[src/rtl/row_ptr_pkg.sv]
package row_ptr_pkg;

  typedef enum logic [1:0] {
    MODE_IDLE = 2'b00,
    MODE_STEP = 2'b01,
    MODE_LOAD = 2'b10,
    MODE_HOME = 2'b11
  } row_mode_e;

  typedef enum logic [2:0] {
    ACT_HOLD,
    ACT_INC,
    ACT_DEC,
    ACT_LOAD,
    ACT_FIRST,
    ACT_LAST
  } row_act_e;

endpackage

[src/rtl/row_limit_cmp.sv]
module row_limit_cmp #(
  parameter int ADDR_W   = 11,
  parameter int LAST_ROW = 767
) (
  input  logic [ADDR_W-1:0] ptr_i,
  input  logic [ADDR_W-1:0] addr_i,
  output logic              at_first_o,
  output logic              at_last_o,
  output logic              addr_over_o
);

  localparam logic [ADDR_W-1:0] LAST_V = ADDR_W'(LAST_ROW);
  localparam bit FULL_SPAN = (LAST_ROW == (2 ** ADDR_W) - 1);

  assign at_first_o = (ptr_i == '0);
  assign at_last_o  = (ptr_i == LAST_V);

  // When the array fills the whole address space, no load can be out of range.
  generate
    if (FULL_SPAN) begin : g_full
      assign addr_over_o = 1'b0;
    end else begin : g_part
      assign addr_over_o = (addr_i > LAST_V);
    end
  endgenerate

endmodule

[src/rtl/row_cmd_decode.sv]
module row_cmd_decode
  import row_ptr_pkg::*;
(
  input  logic      start_i,
  input  row_mode_e mode_i,
  input  logic      flip_i,
  input  logic      at_first_i,
  input  logic      at_last_i,
  input  logic      addr_over_i,
  output row_act_e  act_o,
  output logic      wr_o,
  output logic      err_o
);

  always_comb begin
    act_o = ACT_HOLD;
    wr_o  = 1'b0;
    err_o = 1'b0;
    if (start_i) begin
      unique case (mode_i)
        MODE_IDLE: begin
          act_o = ACT_HOLD;
        end
        MODE_STEP: begin
          if (!flip_i) begin
            if (at_last_i) err_o = 1'b1;
            else begin
              act_o = ACT_INC;
              wr_o  = 1'b1;
            end
          end else begin
            if (at_first_i) err_o = 1'b1;
            else begin
              act_o = ACT_DEC;
              wr_o  = 1'b1;
            end
          end
        end
        MODE_LOAD: begin
          if (addr_over_i) err_o = 1'b1;
          else begin
            act_o = ACT_LOAD;
            wr_o  = 1'b1;
          end
        end
        MODE_HOME: begin
          act_o = flip_i ? ACT_LAST : ACT_FIRST;
          wr_o  = 1'b1;
        end
        default: act_o = ACT_HOLD;
      endcase
    end
  end

endmodule

[src/rtl/row_ptr_reg.sv]
module row_ptr_reg
  import row_ptr_pkg::*;
#(
  parameter int ADDR_W   = 11,
  parameter int LAST_ROW = 767
) (
  input  logic              clk,
  input  logic              rst_n,
  input  row_act_e          act_i,
  input  logic              wr_i,
  input  logic              err_i,
  input  logic [ADDR_W-1:0] addr_i,
  output logic [ADDR_W-1:0] ptr_o,
  output logic              wr_o,
  output logic              err_o
);

  localparam logic [ADDR_W-1:0] LAST_V = ADDR_W'(LAST_ROW);

  logic [ADDR_W-1:0] ptr_nxt;

  always_comb begin
    unique case (act_i)
      ACT_INC:   ptr_nxt = ptr_o + 1'b1;
      ACT_DEC:   ptr_nxt = ptr_o - 1'b1;
      ACT_LOAD:  ptr_nxt = addr_i;
      ACT_FIRST: ptr_nxt = '0;
      ACT_LAST:  ptr_nxt = LAST_V;
      default:   ptr_nxt = ptr_o;
    endcase
  end

  always_ff @(posedge clk or negedge rst_n) begin
    if (!rst_n) begin
      ptr_o <= '0;
      wr_o  <= 1'b0;
      err_o <= 1'b0;
    end else begin
      ptr_o <= ptr_nxt;
      wr_o  <= wr_i;
      err_o <= err_i;
    end
  end

  // an increment moves the pointer up by exactly one
  p_inc_step_r4: assert property (@(posedge clk) disable iff (!rst_n)
    (act_i == ACT_INC) |=> (ptr_o == ADDR_W'($past(ptr_o) + 1'b1)));

  // a decrement moves the pointer down by exactly one
  p_dec_step_r5: assert property (@(posedge clk) disable iff (!rst_n)
    (act_i == ACT_DEC) |=> (ptr_o == ADDR_W'($past(ptr_o) - 1'b1)));

  // a refused command leaves the pointer where it was
  p_err_hold_r10: assert property (@(posedge clk) disable iff (!rst_n)
    err_i |=> $stable(ptr_o));

endmodule

[src/rtl/row_ptr_seq.sv]
module row_ptr_seq
  import row_ptr_pkg::*;
#(
  parameter int ADDR_W   = 11,
  parameter int LAST_ROW = 767
) (
  input  logic              clk,
  input  logic              rst_n,
  input  logic              start_i,
  input  logic [1:0]        mode_i,
  input  logic [ADDR_W-1:0] addr_i,
  input  logic              flip_i,
  output logic [ADDR_W-1:0] row_o,
  output logic              wr_o,
  output logic              range_err_o
);

  localparam logic [ADDR_W-1:0] LAST_V = ADDR_W'(LAST_ROW);

  logic     at_first;
  logic     at_last;
  logic     addr_over;
  row_act_e act;
  logic     wr_d;
  logic     err_d;

  row_limit_cmp #(
    .ADDR_W  (ADDR_W),
    .LAST_ROW(LAST_ROW)
  ) u_limit (
    .ptr_i      (row_o),
    .addr_i     (addr_i),
    .at_first_o (at_first),
    .at_last_o  (at_last),
    .addr_over_o(addr_over)
  );

  row_cmd_decode u_decode (
    .start_i    (start_i),
    .mode_i     (row_mode_e'(mode_i)),
    .flip_i     (flip_i),
    .at_first_i (at_first),
    .at_last_i  (at_last),
    .addr_over_i(addr_over),
    .act_o      (act),
    .wr_o       (wr_d),
    .err_o      (err_d)
  );

  row_ptr_reg #(
    .ADDR_W  (ADDR_W),
    .LAST_ROW(LAST_ROW)
  ) u_reg (
    .clk   (clk),
    .rst_n (rst_n),
    .act_i (act),
    .wr_i  (wr_d),
    .err_i (err_d),
    .addr_i(addr_i),
    .ptr_o (row_o),
    .wr_o  (wr_o),
    .err_o (range_err_o)
  );

  // no strobe, no movement and no pulse
  p_quiet_r2: assert property (@(posedge clk) disable iff (!rst_n)
    !start_i |=> (!wr_o && !range_err_o && $stable(row_o)));

  // idle command is a no-op
  p_idle_r3: assert property (@(posedge clk) disable iff (!rst_n)
    (start_i && mode_i == 2'b00) |=> (!wr_o && !range_err_o && $stable(row_o)));

  // an in-range load lands on the requested row
  p_load_r6: assert property (@(posedge clk) disable iff (!rst_n)
    (start_i && mode_i == 2'b10 && addr_i <= LAST_V) |=> (wr_o && row_o == $past(addr_i)));

  // home goes to the edge chosen by the flag
  p_home_r7: assert property (@(posedge clk) disable iff (!rst_n)
    (start_i && mode_i == 2'b11) |=> (wr_o && row_o == ($past(flip_i) ? LAST_V : '0)));

  // forward step at the bottom row saturates and flags
  p_sat_hi_r8: assert property (@(posedge clk) disable iff (!rst_n)
    (start_i && mode_i == 2'b01 && !flip_i && row_o == LAST_V)
      |=> (range_err_o && !wr_o && row_o == LAST_V));

  // backward step at row 0 saturates and flags
  p_sat_lo_r9: assert property (@(posedge clk) disable iff (!rst_n)
    (start_i && mode_i == 2'b01 && flip_i && row_o == '0)
      |=> (range_err_o && !wr_o && row_o == '0));

  // pointer stays inside the array
  p_in_range_r11: assert property (@(posedge clk) disable iff (!rst_n)
    row_o <= LAST_V);

  // write and error pulses exclude each other
  p_excl_r12: assert property (@(posedge clk) disable iff (!rst_n)
    !(wr_o && range_err_o));

endmodule

[config.mk]
export PLATFORM = sky130hd
export DESIGN_NAME = row_ptr_seq
export DESIGN_NICKNAME = d
export VERILOG_FILES = /design/src/rtl/row_ptr_pkg.sv /design/src/rtl/row_limit_cmp.sv /design/src/rtl/row_cmd_decode.sv /design/src/rtl/row_ptr_reg.sv /design/src/rtl/row_ptr_seq.sv
export SDC_FILE = /design/constraint.sdc
export NUM_CORES = 1
export LEC_CHECK = 0
export ABC_AREA = 1
export BUFFER_PORTS_ARGS = -buffer_cell sky130_fd_sc_hd__buf_2
export CELL_PAD_IN_SITES_DETAIL_PLACEMENT = 0
export CELL_PAD_IN_SITES_GLOBAL_PLACEMENT = 1
export CORE_UTILIZATION = 35
export CTS_CLUSTER_SIZE = 14
export DETAILED_ROUTE_END_ITERATION = 12
export GPL_TIMING_DRIVEN = 0
export MAX_ROUTING_LAYER = met4
export PLACE_DENSITY_LB_ADDON = 0.25
export SYNTH_ARGS = -nofsm -noshare
export SYNTH_HDL_FRONTEND = slang
export SYNTH_SLANG_ARGS = --single-unit
[constraint.sdc]
create_clock -name clk -period 2.55 [get_ports clk]
set_input_delay 0.6375 -clock clk [delete_from_list [all_inputs] [get_ports clk]]
set_output_delay 0.6375 -clock clk [all_outputs]
set_load 0.005 [all_outputs]
Word level (Yosys, flattened, before mapping)
Index checks and enable logic that the tools add are counted.
W data, S select, Z words.
{"block": "totals", "register_bits": 13, "input_bits": 17, "word_cells": 38, "output_inout_bits": 13}
{"block": "op_classes", "magnitude_cmp": 1, "mux": 20, "n_eq_ne": 9, "n_reduce_logical": 3, "addsub": 2}
{"cell": "$pmux W11 S5", "count": 1}
{"cell": "$mux W1", "count": 12}
{"cell": "$pmux W3 S4", "count": 1}
{"cell": "$add A11 B1 Y11 const B", "count": 1}
{"cell": "$eq A11 B10 Y1 const B", "count": 1}
{"cell": "$gt A11 B10 Y1 const B", "count": 1}
{"cell": "$logic_not A11 Y1", "count": 1}
{"cell": "$sub A11 B1 Y11 const B", "count": 1}
{"cell": "$eq A3 B2 Y1 const B", "count": 2}
{"cell": "$eq A3 B3 Y1 const B", "count": 2}
{"cell": "$mux W3", "count": 2}
{"cell": "$reduce_bool A5 Y1", "count": 1}
{"cell": "$eq A2 B2 Y1 const B", "count": 2}
{"cell": "$mux W2", "count": 2}
{"cell": "$eq A3 B1 Y1 const B", "count": 1}
{"cell": "$pmux W1 S3", "count": 1}
{"cell": "$eq A2 B1 Y1 const B", "count": 1}
{"cell": "$logic_not A2 Y1", "count": 1}
{"cell": "$pmux W1 S2", "count": 1}

Longest topological paths before layout
Gate-level depths: netlist of run 1.
{"block": "logic_depth", "ltp_word": 7, "ltp_mapped": 20, "ltp_nobuf": 20}

Hierarchy
From an unflattened synthesis of run 1, not the netlist that was laid out.
{"block": "unflattened", "cells_unflattened": 240, "hier_area_um2": 1541.5}
{"module": "row_ptr_reg", "cells_each": 178, "area_per_inst_um2": 1221.2, "n_inst": 1, "seq_area_each_um2": 325.3}
{"module": "row_cmd_decode", "cells_each": 35, "area_per_inst_um2": 211.5, "n_inst": 1, "seq_area_each_um2": 0.0}
{"module": "row_limit_cmp", "cells_each": 27, "area_per_inst_um2": 108.9, "n_inst": 1, "seq_area_each_um2": 0.0}

Worst setup path before layout of run 1
Ideal clock, no wire load.
{"block": "synth_timing", "path_kind": "in2reg", "start": "input port mode_i[0]", "end": "register u_reg.ptr_o[9]", "setup_slack_ns": -0.279, "t_arrival_ns": 2.712, "required_ns": 2.433, "stages": 19, "setup_time_ns": 0.117, "n_path_buf": 0, "cell_sequence": "inv_1 > ha_1 > nand2_2 > o21ai_0 > inv_1 > nand2_2 > inv_1 > nand3_1 > inv_1 > ha_1 > a21oi_1 > nor2_1 > o21ai_0 > nand4_1 > xor2_1 > nand2_1 > nand2_1 > nand2_1 > nand2_1"}
{"block": "synth_between", "elab_chain_cells": 5, "word_cells_on_any_way": 13, "classes_between": "8 x eq/ne; 3 x mux; 2 x reduce/logical"}
{"item": "start: declaration", "line_no": "row_ptr_seq.sv:10", "source": "input logic [1:0] mode_i,"}
{"item": "$eq A2 B2 Y1, or another cell as far along", "line_no": "row_cmd_decode.sv:20", "source": "unique case (mode_i)"}
{"item": "$pmux W3 S4 *", "line_no": "row_cmd_decode.sv:20"}
{"item": "$mux W3 *", "line_no": "row_cmd_decode.sv:19", "source": "if (start_i) begin"}
{"item": "$eq A3 B3 Y1, or another cell as far along", "line_no": "row_ptr_reg.sv:23", "source": "unique case (act_i)"}
{"item": "$pmux W11 S5 / $reduce_bool A5 Y1 (equally long branches)"}
{"item": "end signal: assignment", "line_no": "row_ptr_reg.sv:39", "source": "ptr_o <= ptr_nxt;"}
{"item": "end: declaration", "line_no": "row_ptr_reg.sv:13", "source": "output logic [ADDR_W-1:0] ptr_o,"}
Mark *: on every way between the ends. The rest lies on a longest branch, timed or not.
A chain may end at the register's enable or synchronous reset.

Final worst setup path of run 1
{"block": "layout_timing", "start": "input port addr_i[9]", "end": "register u_reg.ptr_o[7]"}
{"block": "layout_between", "elab_chain_cells": 6, "word_cells_on_any_way": 11, "classes_between": "1 x order compare; 5 x eq/ne; 4 x mux; 1 x reduce/logical"}
{"item": "start: declaration", "line_no": "row_ptr_seq.sv:11", "source": "input logic [ADDR_W-1:0] addr_i,"}
{"item": "$gt A11 B10 Y1 *", "line_no": "row_limit_cmp.sv:23", "source": "assign addr_over_o = (addr_i > LAST_V);"}
{"item": "$mux W2 *", "line_no": "row_cmd_decode.sv:40", "source": "if (addr_over_i) err_o = 1'b1;"}
{"item": "$pmux W3 S4 *", "line_no": "row_cmd_decode.sv:20"}
{"item": "$mux W3 *", "line_no": "row_cmd_decode.sv:19"}
{"item": "$eq A3 B3 Y1, or another cell as far along", "line_no": "row_ptr_reg.sv:23"}
{"item": "$pmux W11 S5 / $reduce_bool A5 Y1 (equally long branches)"}
Marked as above.

==> qor.txt, run 1 <==
final setup vio count = 0
Skew-Pair Late Insertion Delay = 0.24 ns
most frequent cells in the layout = 50 x nand2_1, 33 x buf_4, 25 x buf_2
RSZ-0062 raised after global routing = true
# diodes = 0
ANT nets after route = 0
total global-route track usage = 20.2%
DR WL/cell = 13.0 µm
final core occ = 57.5%
Startpoint Class = input port
proportion of layout cells with a drive suffix above 1 = 49.8%
post-synthesis mux area share = 0%
clock buffer count from CTS = 3
Lkg Pwr = 1.20 nW
Worst-path clk slew = 0.05 ns
post-DP HPWL = 3120 µm
skew final = 0.00542 ns
crit-path cells = buf_4, a21oi_4, nand2_4, o21ai_2, inv_1, nand2_2, inv_2, nand3_4, inv_8, ha_1, nand3_1, nand2_1, nand3_1, nand2_1, xor2_2, nand3_1, nand3_1, nand2_1, o21ai_1
routed vias = 1625
Vias/cell = 4.85
crit share post-route = 98.1%
sequential share of the synthesized area = 21.5%
Final nets = 317
routability cong. = 0.836
Synth Area in Simple Gates = 41.3%
yosys warns = 0
DR pass1 iterations = 4
Starting Density = 37.1%
CP endpoint kind = flop
Post-Syn Area = 0.00152 mm²
Setup WS post-layout = 0.0481 ns
# DRC = 0
max-slew violations = 0
first-pass GRT wire length = 6640 µm
IO Pins = 30
Avg Inst Size Synth = 6.92 µm²
Worst Hold Class = input port to async pin
WP data required = 2.72 ns
Buf/Inv on CP = 4
fmax = 400 MHz
crit-path leading delay family = simple AND/OR/NAND/NOR gates
clock sink total = 13
largest family of logic cells by synthesized area = simple AND/OR/NAND/NOR gates
CP Class = input port to flop
Seq cells post-synth = 13
core area = 0.00409 mm²
H-Tree Depth = 1
VDD IR max = 0.272 mV
Worst path slowest cell = ha_1
GR Overflow Total = 0
pwr dens = 786 mW/mm²
initial antenna violation count = 0
maximum root-to-sink buffer count = 2
Post-Synth Adder-Cell Area = 12.0%
Die Y = 67.8 µm
cts hold-fix bufs = 0
Tmin final = 2.50 ns
syn nets = 250
run status = completed
Setup WS pre-CTS = -0.377 ns
vias in the first global route = 1376
WHS = 0.265 ns
CP max FO = 5
GRT Max-Usage Layer = met2
CTS tree = yes
die width = 67.8 µm
total of max-cap violations = 0
Cells after Synth = 219
CTS Root Cell = clkbuf_8
initial drt markers = 77
worst path arrival time = 2.67 ns
Slew Limit Headroom = 81.1%
commonest non-fill, non-tap cell in the layout = nand2_1
met3 GRT Util = 1.00%
CP peak stage delay = 0.34 ns
Compound-Gate Fraction of Synth Area = 9.82%
Slew @ Worst Pin = 0.284 ns
PortBufs = 29
met1 Usage GRT = 29.2%
Most Frequent Cell on Critical Path = nand3_1
Syn-to-layout area delta = 55.0%
Fin. Hold Viols = 0
die area = 0.00460 mm²
met2 GRT Util = 29.5%
largest net degree at the start of global routing = 14
Yosys cell types = 30
XOR/XNOR Fraction of Synth Area = 4.62%
Rows = 23
Post-Route WL = 4370 µm
Yosys cell counts:
cell      count  share of area, %
nand2_1      54                13
inv_1        30               7.4
nand3_1      27               8.9
dfrtp_1      13                21
ha_1         13                11
nor2_1       11               2.7
o21ai_1       8               2.6
xor2_1        8               4.6
a21oi_1       6               2.0
nand4_1       6               2.5
nand2_2       5               2.1
nand3_2       5               3.3
o21ai_0       4               1.3
a21oi_2       3               1.7
nand2_4       3               2.2
nor2_2        3               1.2
a21o_1        2              0.99
buf_4         2              0.99
buf_6         2               1.5
inv_2         2              0.50
nor2_4        2               1.5
nor3_1        2              0.66
a32oi_1       1              0.58
a41oi_1       1              0.58
and2_0        1              0.41
and2_4        1              0.58
fa_1          1               1.3
inv_4         1              0.41
nand2_8       1               1.3
nand3b_1      1              0.50
metal layers:
metal | wire [µm] | vias to the layer above
met1 | 2200 | 740
met3 | 126 | 5
met4 | 64 | 0
met5 | 0 | -
li1 | - | 844
met2 | 1980 | 36
timing repair:
action                                  4_1_cts  5_1_grt
cloned                                        1        0
pin swaps                                    13       29
resized for setup                            17       42
endpoints found under the setup margin        6        9
buffers inserted                              7       25
endpoints found under the hold margin         0        0
cell families after synthesis:
kind of cell,after synthesis
buffers and inverters,37
AND/OR/NAND/NOR,122
flip-flops,13
AO/OA/AOI/OAI,25
adder cells (fa/ha/maj),14
XOR/XNOR,8
worst paths after layout:
path / start / to / slack (ns) / cells after the start
worst max register to register: u_reg.ptr_o[10]$_DFFE_PN0P_ / u_reg.ptr_o[9]$_DFFE_PN0P_ / 0.06 / 19
worst min-delay path: rst_n / u_reg.ptr_o[3]$_DFFE_PN0P_ / 0.26 / 1
worst min register to register: u_reg.ptr_o[7]$_DFFE_PN0P_ / u_reg.ptr_o[7]$_DFFE_PN0P_ / 0.58 / 2
min in group clk: u_reg.ptr_o[7]$_DFFE_PN0P_ / u_reg.ptr_o[7]$_DFFE_PN0P_ / 0.58 / 2
max in group asynchronous: rst_n / u_reg.ptr_o[10]$_DFFE_PN0P_ / 2.04 / 1
worst max-delay path: addr_i[9] / u_reg.ptr_o[7]$_DFFE_PN0P_ / 0.05 / 19
cell type report:
cell class	count	area (µm²)
timing repair buffer	61	418
sequential	13	337
tap	50	62.6
fill	389	1740
clock buffer	4	45.0
timing repair inverter	1	11.3
multi-input combinational	169	1300
buffer	4	37.5
inverter	33	144
report_power, final:
part,internal [mW],switching (mW),total [mW]
clock,0.110,0.0716,0.182
sequential,0.300,0.0997,0.400
combinational,0.634,0.632,1.27
stage by stage:
| stage | power [mW] | instance area (µm²) | std cells | setup TNS (ns) |
|---|---|---|---|---|
| finish | 1.85 | 2350 | 335 | 0 |
| global route | 2.00 | 2350 | 335 | -0.560 |
| CTS | 1.51 | 2010 | 310 | 0 |
| detailed placement | 1.25 | 1850 | 298 | -2.26 |
| global placement | 1.24 | 1850 | 298 | -2.11 |
| floorplan | 0.987 | 1640 | 219 | 0 |
registers in the layout (all words and copies together) (netlist names):
register / cells
u_reg.err_o: 1
u_reg.ptr_o: 11
u_reg.wr_o: 1
(Power assumes the default switching activity.)
==> run 2: changes to the inputs <==
CORE_UTILIZATION = 42   (was 35)
clock period = 3.1 ns   (was 2.55 ns; I/O delays follow)
==> run 2 against run 1 <==
  * Register-to-register slack improved by 0.25 ns
  * Sequential share of layout area rose by 3.8 points
  * First-iteration DRC count fell by 22%
  * Global-route usage rose by 0.48 points
  * Largest cell class unchanged
  * Largest power group unchanged
  * Highest routed layer unchanged
==> qor.txt, run 2 (synthesis results as in run 1) <==
run status = completed
Worst path slowest cell = ha_1
biggest regs = u_reg.ptr_o: 11 flops, u_reg.err_o: 1 flops, u_reg.wr_o: 1 flops
Post-Route WL = 3620 µm (-17%)
H-Tree Depth = 1 (unchanged)
Die Y = 62.1 µm (-8.5%)
routability cong. = 0.825 (-1.2%)
initial antenna violation count = 0 (unchanged)
maximum root-to-sink buffer count = 2 (unchanged)
Syn-to-layout area delta = 18.4%
Slew @ Worst Pin = 0.311 ns (+0.0271 ns)
CP max FO = 5 (unchanged)
Starting Density = 44.7% (+7.6 points)
skew final = 0.000586 ns (-0.00484 ns)
WP data required = 3.30 ns (+0.58 ns)
crit share post-route = 94.0%
Rows = 21 (-8.7%)
# DRC = 0 (unchanged)
CP Class = input port to flop
commonest non-fill, non-tap cell in the layout = nand2_1
core area = 0.00339 mm² (-17%)
vias in the first global route = 1227 (-11%)
Sequential Area = 325 µm² (-3.3%)
crit-path cells = buf_2, inv_1, ha_2, nand2_2, o21ai_1, inv_1, nand2_2, inv_2, nand3_4, clkinvlp_4, buf_4, ha_1, nand3_1, nand2_1, nand3_1, nand2_1, xor2_1, nand3_1, nand3_2, nand2_1, o21ai_1
Worst-path clk slew = 0.09 ns (+0.04 ns)
Largest Register = u_reg.ptr_o
fill cell count = 361 (-7.2%)
final setup vio count = 0 (unchanged)
max-slew violations = 0 (unchanged)
Fin. Hold Viols = 0 (unchanged)
Setup WS post-layout = 0.186 ns (+0.138 ns)
largest net degree at the start of global routing = 14 (unchanged)
routed vias = 1492 (-8.2%)
Final Non-Filler Cells = 301 (-10%)
CP peak stage delay = 0.28 ns (-0.06 ns)
first-pass GRT wire length = 5630 µm (-15%)
Lkg Pwr = 1.02 nW (-15%)
Vias/cell = 4.96 (+2.2%)
Skew-Pair Late Insertion Delay = 0.28 ns (+0.04 ns)
most frequent cells in the layout = 54 x nand2_1, 29 x buf_2, 28 x inv_1
max reg flops = 11 (unchanged)
Setup WS pre-CTS = -0.366 ns (+0.0110 ns)
Startpoint Class = input port
placed inst area = 0.00172 mm² (-6.8%)
CTS tree = yes
ANT nets after route = 0 (unchanged)
Worst Hold Class = input port to async pin
fin area = 0.00180 mm² (-24%)
IO Pins = 30 (unchanged)
met3 wire length = 161 µm (+28%)
Setup TNS = 0 ns (unchanged)
total global-route track usage = 20.7% (+0.48 points)
Multi-input gate area = 0.00105 mm² (-19%)
Tmin final = 2.91 ns
post-DP HPWL = 2870 µm (-8.0%)
GR Overflow Total = 0 (unchanged)
CP endpoint kind = flop
crit-path leading delay family = simple AND/OR/NAND/NOR gates
Final nets = 287 (-9.5%)
highest routed layer = met4
VDD IR max = 0.346 mV (+28%)
clock buffer count from CTS = 3 (unchanged)
DR WL/cell = 12.0 µm (-7.9%)
Slew Limit Headroom = 79.3% (-1.8 points)
initial drt markers = 60 (-22%)
proportion of layout cells with a drive suffix above 1 = 28.2% (-22 points)
total power draw = 1.05 mW (-43%)
Buf/Inv on CP = 6 (+2)
pwr dens = 584 mW/mm² (-26%)
fmax = 343 MHz
# placed instances = 294 (-1.3%)
met1 WL = 1710 µm (-22%)
DR pass1 iterations = 4 (unchanged)
CTS Root Cell = clkbuf_4
die width = 62.1 µm (-8.5%)
worst path arrival time = 3.12 ns (+0.45 ns)
PortBufs = 29 (unchanged)
# diodes = 0 (unchanged)
clock sink total = 13 (unchanged)
met2 wire length = 1680 µm (-15%)
total of max-cap violations = 0 (unchanged)
die area = 0.00386 mm² (-16%)
[run 2: changes by cell type in the layout (fill, tap and decap cells not counted), sizes merged]
cell,before,now
clkinvlp,0,1
inv,34,33
buf,65,35
[run 2: where the power goes]
group / leakage [nW] / internal [mW] / total, mW / switching (mW)
clock network: 0.0150 / 0.0499 / 0.110 / 0.0601
logic: 0.839 / 0.260 / 0.593 / 0.332
registers: 0.166 / 0.235 / 0.345 / 0.110
[run 2: repair_timing]
| action | in CTS | in global routing |
|---|---|---|
| cloned | 0 | 1 |
| hold buffers | 0 | 0 |
| gates resized for setup | 1 | 9 |
| endpoints found under the setup margin | 4 | 6 |
| pin swaps | 0 | 3 |
| setup buffers | 0 | 2 |
[run 2: cell type report]
| cell class | count | share of cell area [%] |
|---|---|---|
| plain buffers | 4 | 2.09 |
| repair inverters | 1 | 0.418 |
| repair buffers | 31 | 8.92 |
| flip-flops and latches | 13 | 18.1 |
| well taps | 46 | 3.21 |
| clock buffers | 4 | 1.46 |
| multi-input cells | 169 | 58.6 |
| inverters | 33 | 7.18 |
[run 2: path summary, 6_finish.rpt]
| kind | from | to | slack [ns] | cells after the start |
|---|---|---|---|---|
| min reg2reg | u_reg.ptr_o[3]$_DFFE_PN0P_ | u_reg.ptr_o[3]$_DFFE_PN0P_ | 0.59 | 2 |
| max reg2reg | u_reg.ptr_o[1]$_DFFE_PN0P_ | u_reg.ptr_o[7]$_DFFE_PN0P_ | 0.31 | 19 |
| max | mode_i[0] | u_reg.ptr_o[7]$_DFFE_PN0P_ | 0.19 | 21 |
| max in group asynchronous | rst_n | u_reg.ptr_o[2]$_DFFE_PN0P_ | 2.49 | 1 |
| min | rst_n | u_reg.ptr_o[10]$_DFFE_PN0P_ | 0.37 | 1 |
| min in group clk | u_reg.ptr_o[3]$_DFFE_PN0P_ | u_reg.ptr_o[3]$_DFFE_PN0P_ | 0.59 | 2 |
[run 2: metrics by stage]
step	hold slack, ns	utilization [%]
2_1_floorplan	0.479	-
3_3_place_gp	0.583	50.7
3_5_place_dp	0.592	50.7
4_1_cts	0.375	51.5
5_1_grt	0.379	53.0
6_report	0.372	53.0
[run 2: metal layers]
layer  up-vias  GRT usage [%]
li1        785              -
met3         6           3.93
met2        39           32.2
met1       662           27.5
met4         0           5.40
met5         -              -
